File: config.mk
export PLATFORM = sky130hd
export DESIGN_NAME = gpio_lite_ctrl
export DESIGN_NICKNAME = d
export VERILOG_FILES = /design/src/rtl/gpio_lite_pkg.sv /design/src/rtl/gpio_lite_sync.sv /design/src/rtl/gpio_lite_chan.sv /design/src/rtl/gpio_lite_axil.sv /design/src/rtl/gpio_lite_ctrl.sv
export SDC_FILE = /design/constraint.sdc
export NUM_CORES = 1
export LEC_CHECK = 0
export BUFFER_PORTS_ARGS = -buffer_cell sky130_fd_sc_hd__buf_2
export CELL_PAD_IN_SITES_DETAIL_PLACEMENT = 1
export CELL_PAD_IN_SITES_GLOBAL_PLACEMENT = 2
export CORE_MARGIN = 3
export CORE_UTILIZATION = 37
export CTS_BUF_LIST = sky130_fd_sc_hd__clkbuf_8
export CTS_CLUSTER_DIAMETER = 80
export DETAILED_ROUTE_END_ITERATION = 16
export PLACE_DENSITY_LB_ADDON = 0.1
export SYNTH_ARGS = -nofsm -noshare
export SYNTH_HDL_FRONTEND = slang
export SYNTH_HIERARCHICAL = 1
export SYNTH_SLANG_ARGS = --single-unit
File: constraint.sdc
create_clock -name clk -period 3.1 [get_ports clk]
set_input_delay 0.155 -clock clk [delete_from_list [all_inputs] [get_ports clk]]
set_output_delay 0.155 -clock clk [all_outputs]
set_load 0.005 [all_outputs]
File: src/rtl/gpio_lite_pkg.sv
package gpio_lite_pkg;
  localparam int BUS_W       = 32;
  localparam int REG_WORDS   = 4;
  localparam int SYNC_STAGES = 2;
  localparam logic [1:0] RESP_OKAY = 2'b00;

  localparam int IDX_DATA1 = 0;
  localparam int IDX_DIR1  = 1;
  localparam int IDX_DATA2 = 2;
  localparam int IDX_DIR2  = 3;

  typedef enum logic [1:0] {
    BUS_IDLE  = 2'd0,
    BUS_WRESP = 2'd1,
    BUS_RRESP = 2'd2
  } bus_state_t;
endpackage

File: src/rtl/gpio_lite_sync.sv
module gpio_lite_sync #(
  parameter int W      = 8,
  parameter int STAGES = 2
) (
  input  logic         clk,
  input  logic         rst,
  input  logic [W-1:0] din,
  output logic [W-1:0] dout
);
  logic [W-1:0] stage_q [STAGES];

  always_ff @(posedge clk) begin
    if (rst) begin
      for (int i = 0; i < STAGES; i++) stage_q[i] <= '0;
    end else begin
      stage_q[0] <= din;
      for (int i = 1; i < STAGES; i++) stage_q[i] <= stage_q[i-1];
    end
  end

  assign dout = stage_q[STAGES-1];
endmodule

File: src/rtl/gpio_lite_chan.sv
module gpio_lite_chan
  import gpio_lite_pkg::*;
#(
  parameter int               W        = 8,
  parameter logic [BUS_W-1:0] DATA_RST = '0,
  parameter logic [BUS_W-1:0] DIR_RST  = '1
) (
  input  logic             clk,
  input  logic             rst,
  input  logic             data_we,
  input  logic             dir_we,
  input  logic [BUS_W-1:0] wr_word,
  input  logic [W-1:0]     pin_in,
  output logic [W-1:0]     pin_out,
  output logic [W-1:0]     pin_hiz,
  output logic [W-1:0]     pin_sync,
  output logic [BUS_W-1:0] rd_data,
  output logic [BUS_W-1:0] rd_dir
);
  logic [W-1:0] data_q;
  logic [W-1:0] dir_q;
  logic         wide_unused;

  assign wide_unused = ^wr_word;

  gpio_lite_sync #(.W(W), .STAGES(SYNC_STAGES)) u_sync (
    .clk  (clk),
    .rst  (rst),
    .din  (pin_in),
    .dout (pin_sync)
  );

  always_ff @(posedge clk) begin
    if (rst) begin
      data_q <= DATA_RST[W-1:0];
      dir_q  <= DIR_RST[W-1:0];
    end else begin
      if (dir_we)
        dir_q <= wr_word[W-1:0];
      if (data_we)
        data_q <= (data_q & dir_q) | (wr_word[W-1:0] & ~dir_q);
    end
  end

  assign pin_out = data_q;
  assign pin_hiz = dir_q;

  always_comb begin
    rd_data         = '0;
    rd_dir          = '0;
    rd_data[W-1:0]  = pin_sync & dir_q;
    rd_dir[W-1:0]   = dir_q;
  end
endmodule

File: src/rtl/gpio_lite_axil.sv
module gpio_lite_axil
  import gpio_lite_pkg::*;
#(
  parameter int ADDR_W = 9
) (
  input  logic                 clk,
  input  logic                 rst,
  input  logic [ADDR_W-1:0]    awaddr,
  input  logic                 awvalid,
  output logic                 awready,
  input  logic [BUS_W-1:0]     wdata,
  input  logic                 wvalid,
  output logic                 wready,
  output logic [1:0]           bresp,
  output logic                 bvalid,
  input  logic                 bready,
  input  logic [ADDR_W-1:0]    araddr,
  input  logic                 arvalid,
  output logic                 arready,
  output logic [BUS_W-1:0]     rdata,
  output logic [1:0]           rresp,
  output logic                 rvalid,
  input  logic                 rready,
  output logic [REG_WORDS-1:0] wr_sel,
  output logic [BUS_W-1:0]     wr_word,
  output logic [1:0]           rd_idx,
  input  logic [BUS_W-1:0]     rd_value
);
  bus_state_t state_q;
  logic       idle;
  logic       w_fire;
  logic       ar_fire;
  logic       aw_hit;
  logic       ar_hit;
  logic       low_unused;

  assign low_unused = ^{awaddr[1:0], araddr[1:0]};

  assign idle    = (state_q == BUS_IDLE);
  assign awready = idle && awvalid && wvalid;
  assign wready  = awready;
  assign arready = idle && arvalid && !(awvalid && wvalid);
  assign w_fire  = awready;
  assign ar_fire = arready;

  assign aw_hit  = (awaddr >> 4) == '0;
  assign ar_hit  = (araddr >> 4) == '0;
  assign rd_idx  = araddr[3:2];
  assign wr_word = wdata;
  assign bresp   = RESP_OKAY;
  assign rresp   = RESP_OKAY;

  always_comb begin
    for (int i = 0; i < REG_WORDS; i++)
      wr_sel[i] = w_fire && aw_hit && (awaddr[3:2] == 2'(i));
  end

  always_ff @(posedge clk) begin
    if (rst) begin
      state_q <= BUS_IDLE;
      bvalid  <= 1'b0;
      rvalid  <= 1'b0;
      rdata   <= '0;
    end else begin
      unique case (state_q)
        BUS_IDLE: begin
          if (w_fire) begin
            state_q <= BUS_WRESP;
            bvalid  <= 1'b1;
          end else if (ar_fire) begin
            state_q <= BUS_RRESP;
            rvalid  <= 1'b1;
            rdata   <= ar_hit ? rd_value : '0;
          end
        end
        BUS_WRESP: begin
          if (bready) begin
            state_q <= BUS_IDLE;
            bvalid  <= 1'b0;
          end
        end
        BUS_RRESP: begin
          if (rready) begin
            state_q <= BUS_IDLE;
            rvalid  <= 1'b0;
          end
        end
        default: state_q <= BUS_IDLE;
      endcase
    end
  end
endmodule

File: src/rtl/gpio_lite_ctrl.sv
module gpio_lite_ctrl
  import gpio_lite_pkg::*;
#(
  parameter bit               DUAL    = 1'b1,
  parameter int               W1      = 32,
  parameter int               W2      = 32,
  parameter int               ADDR_W  = 9,
  parameter logic [BUS_W-1:0] D1_RST  = '0,
  parameter logic [BUS_W-1:0] DIR1_RST = '1,
  parameter logic [BUS_W-1:0] D2_RST  = '0,
  parameter logic [BUS_W-1:0] DIR2_RST = '1
) (
  input  logic              clk,
  input  logic              rst,
  input  logic [ADDR_W-1:0] s_awaddr,
  input  logic              s_awvalid,
  output logic              s_awready,
  input  logic [31:0]       s_wdata,
  input  logic [3:0]        s_wstrb,
  input  logic              s_wvalid,
  output logic              s_wready,
  output logic [1:0]        s_bresp,
  output logic              s_bvalid,
  input  logic              s_bready,
  input  logic [ADDR_W-1:0] s_araddr,
  input  logic              s_arvalid,
  output logic              s_arready,
  output logic [31:0]       s_rdata,
  output logic [1:0]        s_rresp,
  output logic              s_rvalid,
  input  logic              s_rready,
  input  logic [W1-1:0]     ch1_in,
  output logic [W1-1:0]     ch1_out,
  output logic [W1-1:0]     ch1_hiz,
  output logic [W1-1:0]     ch1_in_sync,
  input  logic [W2-1:0]     ch2_in,
  output logic [W2-1:0]     ch2_out,
  output logic [W2-1:0]     ch2_hiz,
  output logic [W2-1:0]     ch2_in_sync
);
  logic [REG_WORDS-1:0] wr_sel;
  logic [BUS_W-1:0]     wr_word;
  logic [1:0]           rd_idx;
  logic [BUS_W-1:0]     rd_value;
  logic [BUS_W-1:0]     c1_data, c1_dir, c2_data, c2_dir;
  logic                 strb_unused;

  assign strb_unused = ^s_wstrb;

  gpio_lite_axil #(.ADDR_W(ADDR_W)) u_bus (
    .clk      (clk),
    .rst      (rst),
    .awaddr   (s_awaddr),
    .awvalid  (s_awvalid),
    .awready  (s_awready),
    .wdata    (s_wdata),
    .wvalid   (s_wvalid),
    .wready   (s_wready),
    .bresp    (s_bresp),
    .bvalid   (s_bvalid),
    .bready   (s_bready),
    .araddr   (s_araddr),
    .arvalid  (s_arvalid),
    .arready  (s_arready),
    .rdata    (s_rdata),
    .rresp    (s_rresp),
    .rvalid   (s_rvalid),
    .rready   (s_rready),
    .wr_sel   (wr_sel),
    .wr_word  (wr_word),
    .rd_idx   (rd_idx),
    .rd_value (rd_value)
  );

  gpio_lite_chan #(.W(W1), .DATA_RST(D1_RST), .DIR_RST(DIR1_RST)) u_ch1 (
    .clk      (clk),
    .rst      (rst),
    .data_we  (wr_sel[IDX_DATA1]),
    .dir_we   (wr_sel[IDX_DIR1]),
    .wr_word  (wr_word),
    .pin_in   (ch1_in),
    .pin_out  (ch1_out),
    .pin_hiz  (ch1_hiz),
    .pin_sync (ch1_in_sync),
    .rd_data  (c1_data),
    .rd_dir   (c1_dir)
  );

  generate
    if (DUAL) begin : g_ch2
      gpio_lite_chan #(.W(W2), .DATA_RST(D2_RST), .DIR_RST(DIR2_RST)) u_ch2 (
        .clk      (clk),
        .rst      (rst),
        .data_we  (wr_sel[IDX_DATA2]),
        .dir_we   (wr_sel[IDX_DIR2]),
        .wr_word  (wr_word),
        .pin_in   (ch2_in),
        .pin_out  (ch2_out),
        .pin_hiz  (ch2_hiz),
        .pin_sync (ch2_in_sync),
        .rd_data  (c2_data),
        .rd_dir   (c2_dir)
      );
    end else begin : g_no_ch2
      logic ch2_unused;
      assign ch2_unused  = ^{ch2_in, wr_sel[IDX_DATA2], wr_sel[IDX_DIR2]};
      assign ch2_out     = '0;
      assign ch2_hiz     = '1;
      assign ch2_in_sync = '0;
      assign c2_data     = '0;
      assign c2_dir      = '0;
    end
  endgenerate

  always_comb begin
    unique case (rd_idx)
      2'd0:    rd_value = c1_data;
      2'd1:    rd_value = c1_dir;
      2'd2:    rd_value = c2_data;
      default: rd_value = c2_dir;
    endcase
  end
endmodule

Word-level counts from Yosys, hierarchy flattened
Memories as Yosys holds them, arrays and structs flattened.
Cells that the tools add are included.

word-level totals
  bits in registers = 164
  memory bits (writable) = 128
  output and inout bits = 233
  word-level logic and storage cells = 81
  memories = 2

memory list
  memory                      depth  bits a word  read ports  clocked after memory_dff  write ports  line                  text
  g_ch2.u_ch2.u_sync.stage_q  2      32           2           0                         2            gpio_lite_sync.sv:10  logic [W-1:0] stage_q [STAGES];
  u_ch1.u_sync.stage_q        2      32           2           0                         2            gpio_lite_sync.sv:10

cells by class
  equality and inequality tests = 13
  multiplexer cells = 21
  bitwise operators = 15
  reductions and logical operators = 22

operators with widths
  kind                                                             count
  32-bit bitwise AND                                               6
  32-bit 2-to-1 mux                                                5
  32-bit case mux with 3 select lines                              1
  32-bit NOT                                                       2
  32-bit bitwise OR                                                2
  9-bit zero test                                                  2
  1-bit logical AND                                                10
  2-bit inequality test, second input constant                     5
  3-bit AND reduction                                              3
  2-bit == test, second input constant                             4
  1-bit 2-to-1 mux                                                 8
  2-bit 2-to-1 mux                                                 4
  2-bit by 1-bit == test with 1-bit output, second input constant  3
  2-bit zero test                                                  3
  2-bit case mux with 3 select lines                               1
  1-bit bitwise OR                                                 4
  1-bit case mux with 2 select lines                               2
  4-bit AND reduction                                              1
  2-bit nonzero test                                               2
  3-bit inequality test, second input constant                     1
  1-bit zero test                                                  1
  1-bit NOT                                                        1

Longest topological paths before layout
  depth in word-level cells = 6
  depth in mapped cells = 7
  mapped depth without buffers = 5

Hierarchy
The synthesis kept the hierarchy.

modules (own cells, without submodules)
  module          times used  cells an instance  area an instance (um^2)
  gpio_lite_chan  2           344                3,315.7
  gpio_lite_sync  2           167                2,158.3
  gpio_lite_axil  1           216                1,938.1
  gpio_lite_ctrl  1           39                 814.5

Worst setup path before layout
OpenSTA, ideal clock, no wires.

  path kind = register to register
  from = register u_bus.state_q[0]
  to = register u_ch1.dir_q[10], in the netlist u_ch1/pin_hiz[10]
  setup time = 0.120 ns
  arrival = 1.511 ns
  setup slack = 1.469 ns
  cell stages (with the launch flop) = 8
  buffers on the path = 2
  path through = dfxtp_1 -> nor2_1 -> nand3_1 -> nor4_1 -> buf_6 -> buf_2 -> nor2b_1 -> a211o_1

on the way
  cells in the longest elaborated chain, start to end = 5

ends and longest elaborated chain
  element                         line                  text
  from (decl)                     gpio_lite_axil.sv:29  bus_state_t state_q;
  from (signal assigned)          gpio_lite_axil.sv:60  state_q <= BUS_IDLE;
  from (signal assigned)          gpio_lite_axil.sv:68  state_q <= BUS_WRESP;
  from (signal assigned)          gpio_lite_axil.sv:71  state_q <= BUS_RRESP;
  2-bit zero test                 gpio_lite_axil.sv:39  assign idle = (state_q == BUS_IDLE);
  1-bit logical AND (2 in a row)  gpio_lite_axil.sv:40  assign awready = idle && awvalid && wvalid;
  1-bit logical AND (2 in a row)  gpio_lite_axil.sv:55  wr_sel[i] = w_fire && aw_hit && (awaddr[3:2] == 2'(i));
  net wr_sel[1]                   gpio_lite_ctrl.sv:41  logic [REG_WORDS-1:0] wr_sel;
  to (signal assigned)            gpio_lite_chan.sv:36  dir_q <= DIR_RST[W-1:0];
  to (signal assigned)            gpio_lite_chan.sv:39  dir_q <= wr_word[W-1:0];
  to (decl)                       gpio_lite_chan.sv:21  logic [W-1:0] dir_q;

The timed path passes the listed nets, and every way through them passes these cells.
A chain may end at the register's enable or synchronous reset.

Worst setup path in the final report
  from = register u_bus.state_q[0]
  to = output s_arready

on the way
  cells in the longest elaborated chain, start to end = 3

ends and longest elaborated chain
  element                         line                  text
  2-bit zero test                 gpio_lite_axil.sv:39
  1-bit logical AND (2 in a row)  gpio_lite_axil.sv:42  assign arready = idle && arvalid && !(awvalid && wvalid);
  to (decl)                       gpio_lite_ctrl.sv:27  output logic s_arready,

Every way passes these cells.

==> out/results.txt <==
CP Capture Type - output port
r2r startpoint - u_bus/state_q[0]
Die X - 198.4 um
DP Worst Slack - 822.6 ps
Setup Skew - 17.21 ps
simple-gate share of the synthesized area - 27.71%
hold depth - 3
# DRC - 0
cells along the critical path - a211oi_4, nand2_1, inv_2, buf_2
setup slack, reg-to-reg - 810 ps
Worst-path clk slew - 60 ps
Hold Vio Cnt, Final - 0
Synth Area in Adders - 0%
gr usage total - 19.24%
Slew Limit Fails - 0
clk sinks - 292
Initial Util - 38.06%
Yosys warning total - 6
most common cell after layout, fill and taps aside - buf_2
post-layout total power - 8.179 mW
Core Util, Final - 45.86%
deepest clock path buffer count - 3
post-CTS setup buffer count - 0
Max-slew headroom - 34.14%
P_leak - 6.753 nW
P&R area growth vs syn - 20.49%
XOR/XNOR Fraction of Synth Area - 0%
FILL cells - 4,075
Avg Inst Size Synth - 10.73 um2
GR Util met1 - 24.83%
DR iter-0 viols - 313
multiplexer share of the synthesized area - 5.315%
most frequent cells in the layout - buf_2, dfxtp_1, nor2b_1
insertion delay to the later sink of the worst-skew pair - 610 ps
global routing usage on met3 - 5.420%
grt ovf - 0
IO Port Bufs - 345
Synth top area share - 42.67%
hold_sp - s_awvalid
IO Pins - 358
Setup Viol. Count Final - 0
crit path max fanout - 33
Routed Antenna Nets - 0
Mapped Area - 13,700 um2
setup TNS - 0 ps
Die Height - 198.4 um
largest family of logic cells by synthesized area - simple AND/OR/NAND/NOR gates
Peak VDD IR - 0.0003165 V
MaxCap Viol Count - 0
fmax - 425.1 MHz
RSZ-0062 raised after global routing - false
CTS H-tree depth - 2
Distinct cells, synth - 35
DRT Wirelength - 38.85 mm
outcome - finished, final reports clean
Final HPWL DP - 24.85 mm
Main synth FF type - dfxtp_1
DR WL/cell - 18.83 um
layout net count - 1,685
CP Class - register to output port
Synth Area in Compound Gates - 9.881%
vias per cell - 4.754
crit-path max cell delay - 600 ps
critical path's slowest cell - inv_2
dpl cell area - 14,290 um2
CTS tree - built
startpoint type of the worst setup path - register
initial antenna violation count - 0
vias in the first global route - 10,160
drt pass-1 iters - 4
Reg2Reg Depth - 6
area leader, netlist - dfxtp_1
worst slew pin tran - 987.9 ps
CORE AREA - 36,000 um2
EDFF count, synth - 0
global-route wire length before repair - 59.30 mm
Worst Path Arrival - 2200 ps
synth top area cells - dfxtp_1, buf_4, nor2b_2
Final WS setup - 747.4 ps
Yosys reg bits - 292
R2R Path End - u_ch1/pin_hiz[31]
pin count of the biggest net entering global routing - 113
Syn Inst Count - 1,277
gpl congestion - 0.7454
Final min period - 2353 ps
Rows - 69
vias post-DR - 9,807
Design Area, Final - 16,510 um2
Hold EP - u_bus/bvalid
Hold Path Class - input pin to register
cts bufs inserted - 54
global route hottest layer - met2
Die ar. - 39,370 um2
CP required - 2940 ps
sequential element share of the synthesized area - 42.67%
layout cells sized above 1 - 38.29%
met2 GRT Util - 31.69%
PwrDens - 495.4 nW/um2
fin crit share - 75.89%
Root Driver - clkbuf_8
fraction of registers with async set/reset - 0%
worst max-delay path: cells and delay by family, from the launching register on:
family / cells / cell delay, ps
compound gates: 1 / 250
buf+inv: 2 / 840
flops: 1 / 360
simple gates: 1 / 140
per-stage QoR:
stage	instances	hold WS (ps)
CTS	2062	61.76
global placement	1850	363.7
floorplan	1280	283.2
finish	2063	141.8
detailed placement	1850	367.2
global route	2062	135.7
cell families after synthesis:
| family | after synthesis |
|---|---|
| simple gates | 499 |
| mux | 32 |
| flops | 292 |
| compound gates | 197 |
| buf+inv | 256 |
| other cells | 1 |
synth_stat cells (all sizes together) (2+ instances only):
library cell,instances
nor3,3
a21oi,36
a31o,32
dfxtp,292
inv,3
nand2b,96
nor2,2
and2b,14
nor2b,242
nand4bb,64
nor4,2
mux4,32
clkbuf,16
nand2,5
buf,237
nand3b,2
o21ai,64
and2,64
or3b,2
a211o,64
what timing repair did:
| action | CTS | global route |
|---|---|---|
| hold buffers | 115 | 0 |
| gates resized for setup | 0 | 0 |
| hold endpoints to repair | 207 | 0 |
how the worst max path moves through the flow:
stage	from	end	slack [ps]	cells past startpoint
detailed placement	u_bus/state_q[0]	u_ch1/pin_hiz[31]	820	6
global placement	u_bus/state_q[0]	u_ch1/pin_hiz[31]	890	6
floorplan	u_bus/state_q[0]	u_ch1/pin_hiz[10]	1470	7
global route	u_bus/state_q[0]	s_arready	610	4
finish	u_bus/state_q[0]	s_arready	750	4
CTS	u_bus/state_q[0]	s_arready	690	4
area by class of cell:
cell class | instances | area (um2) | share of cell area (%)
diodes | 1 | 2.502 | 0.01516
clock buffers | 67 | 922.1 | 5.586
clock inverters | 30 | 147.6 | 0.8944
inverters | 3 | 11.26 | 0.06821
multi-input cells | 732 | 5924 | 35.89
flip-flops and latches | 292 | 5846 | 35.41
well taps | 461 | 576.8 | 3.494
repair buffers | 477 | 3078 | 18.64
per-layer routing:
metal | vias to the layer above | share of wire, %
li1 | 4742 | -
met1 | 4761 | 45
met2 | 251 | 47
met3 | 53 | 6.8
met4 | 0 | 1.7
met5 | - | 0
power breakdown:
part	internal (mW)	switching, mW
combinational	0.359	0.301
sequential	3.84	0.0328
clock	2.01	1.63
No activity file was read; power rests on OpenSTA's default activity.
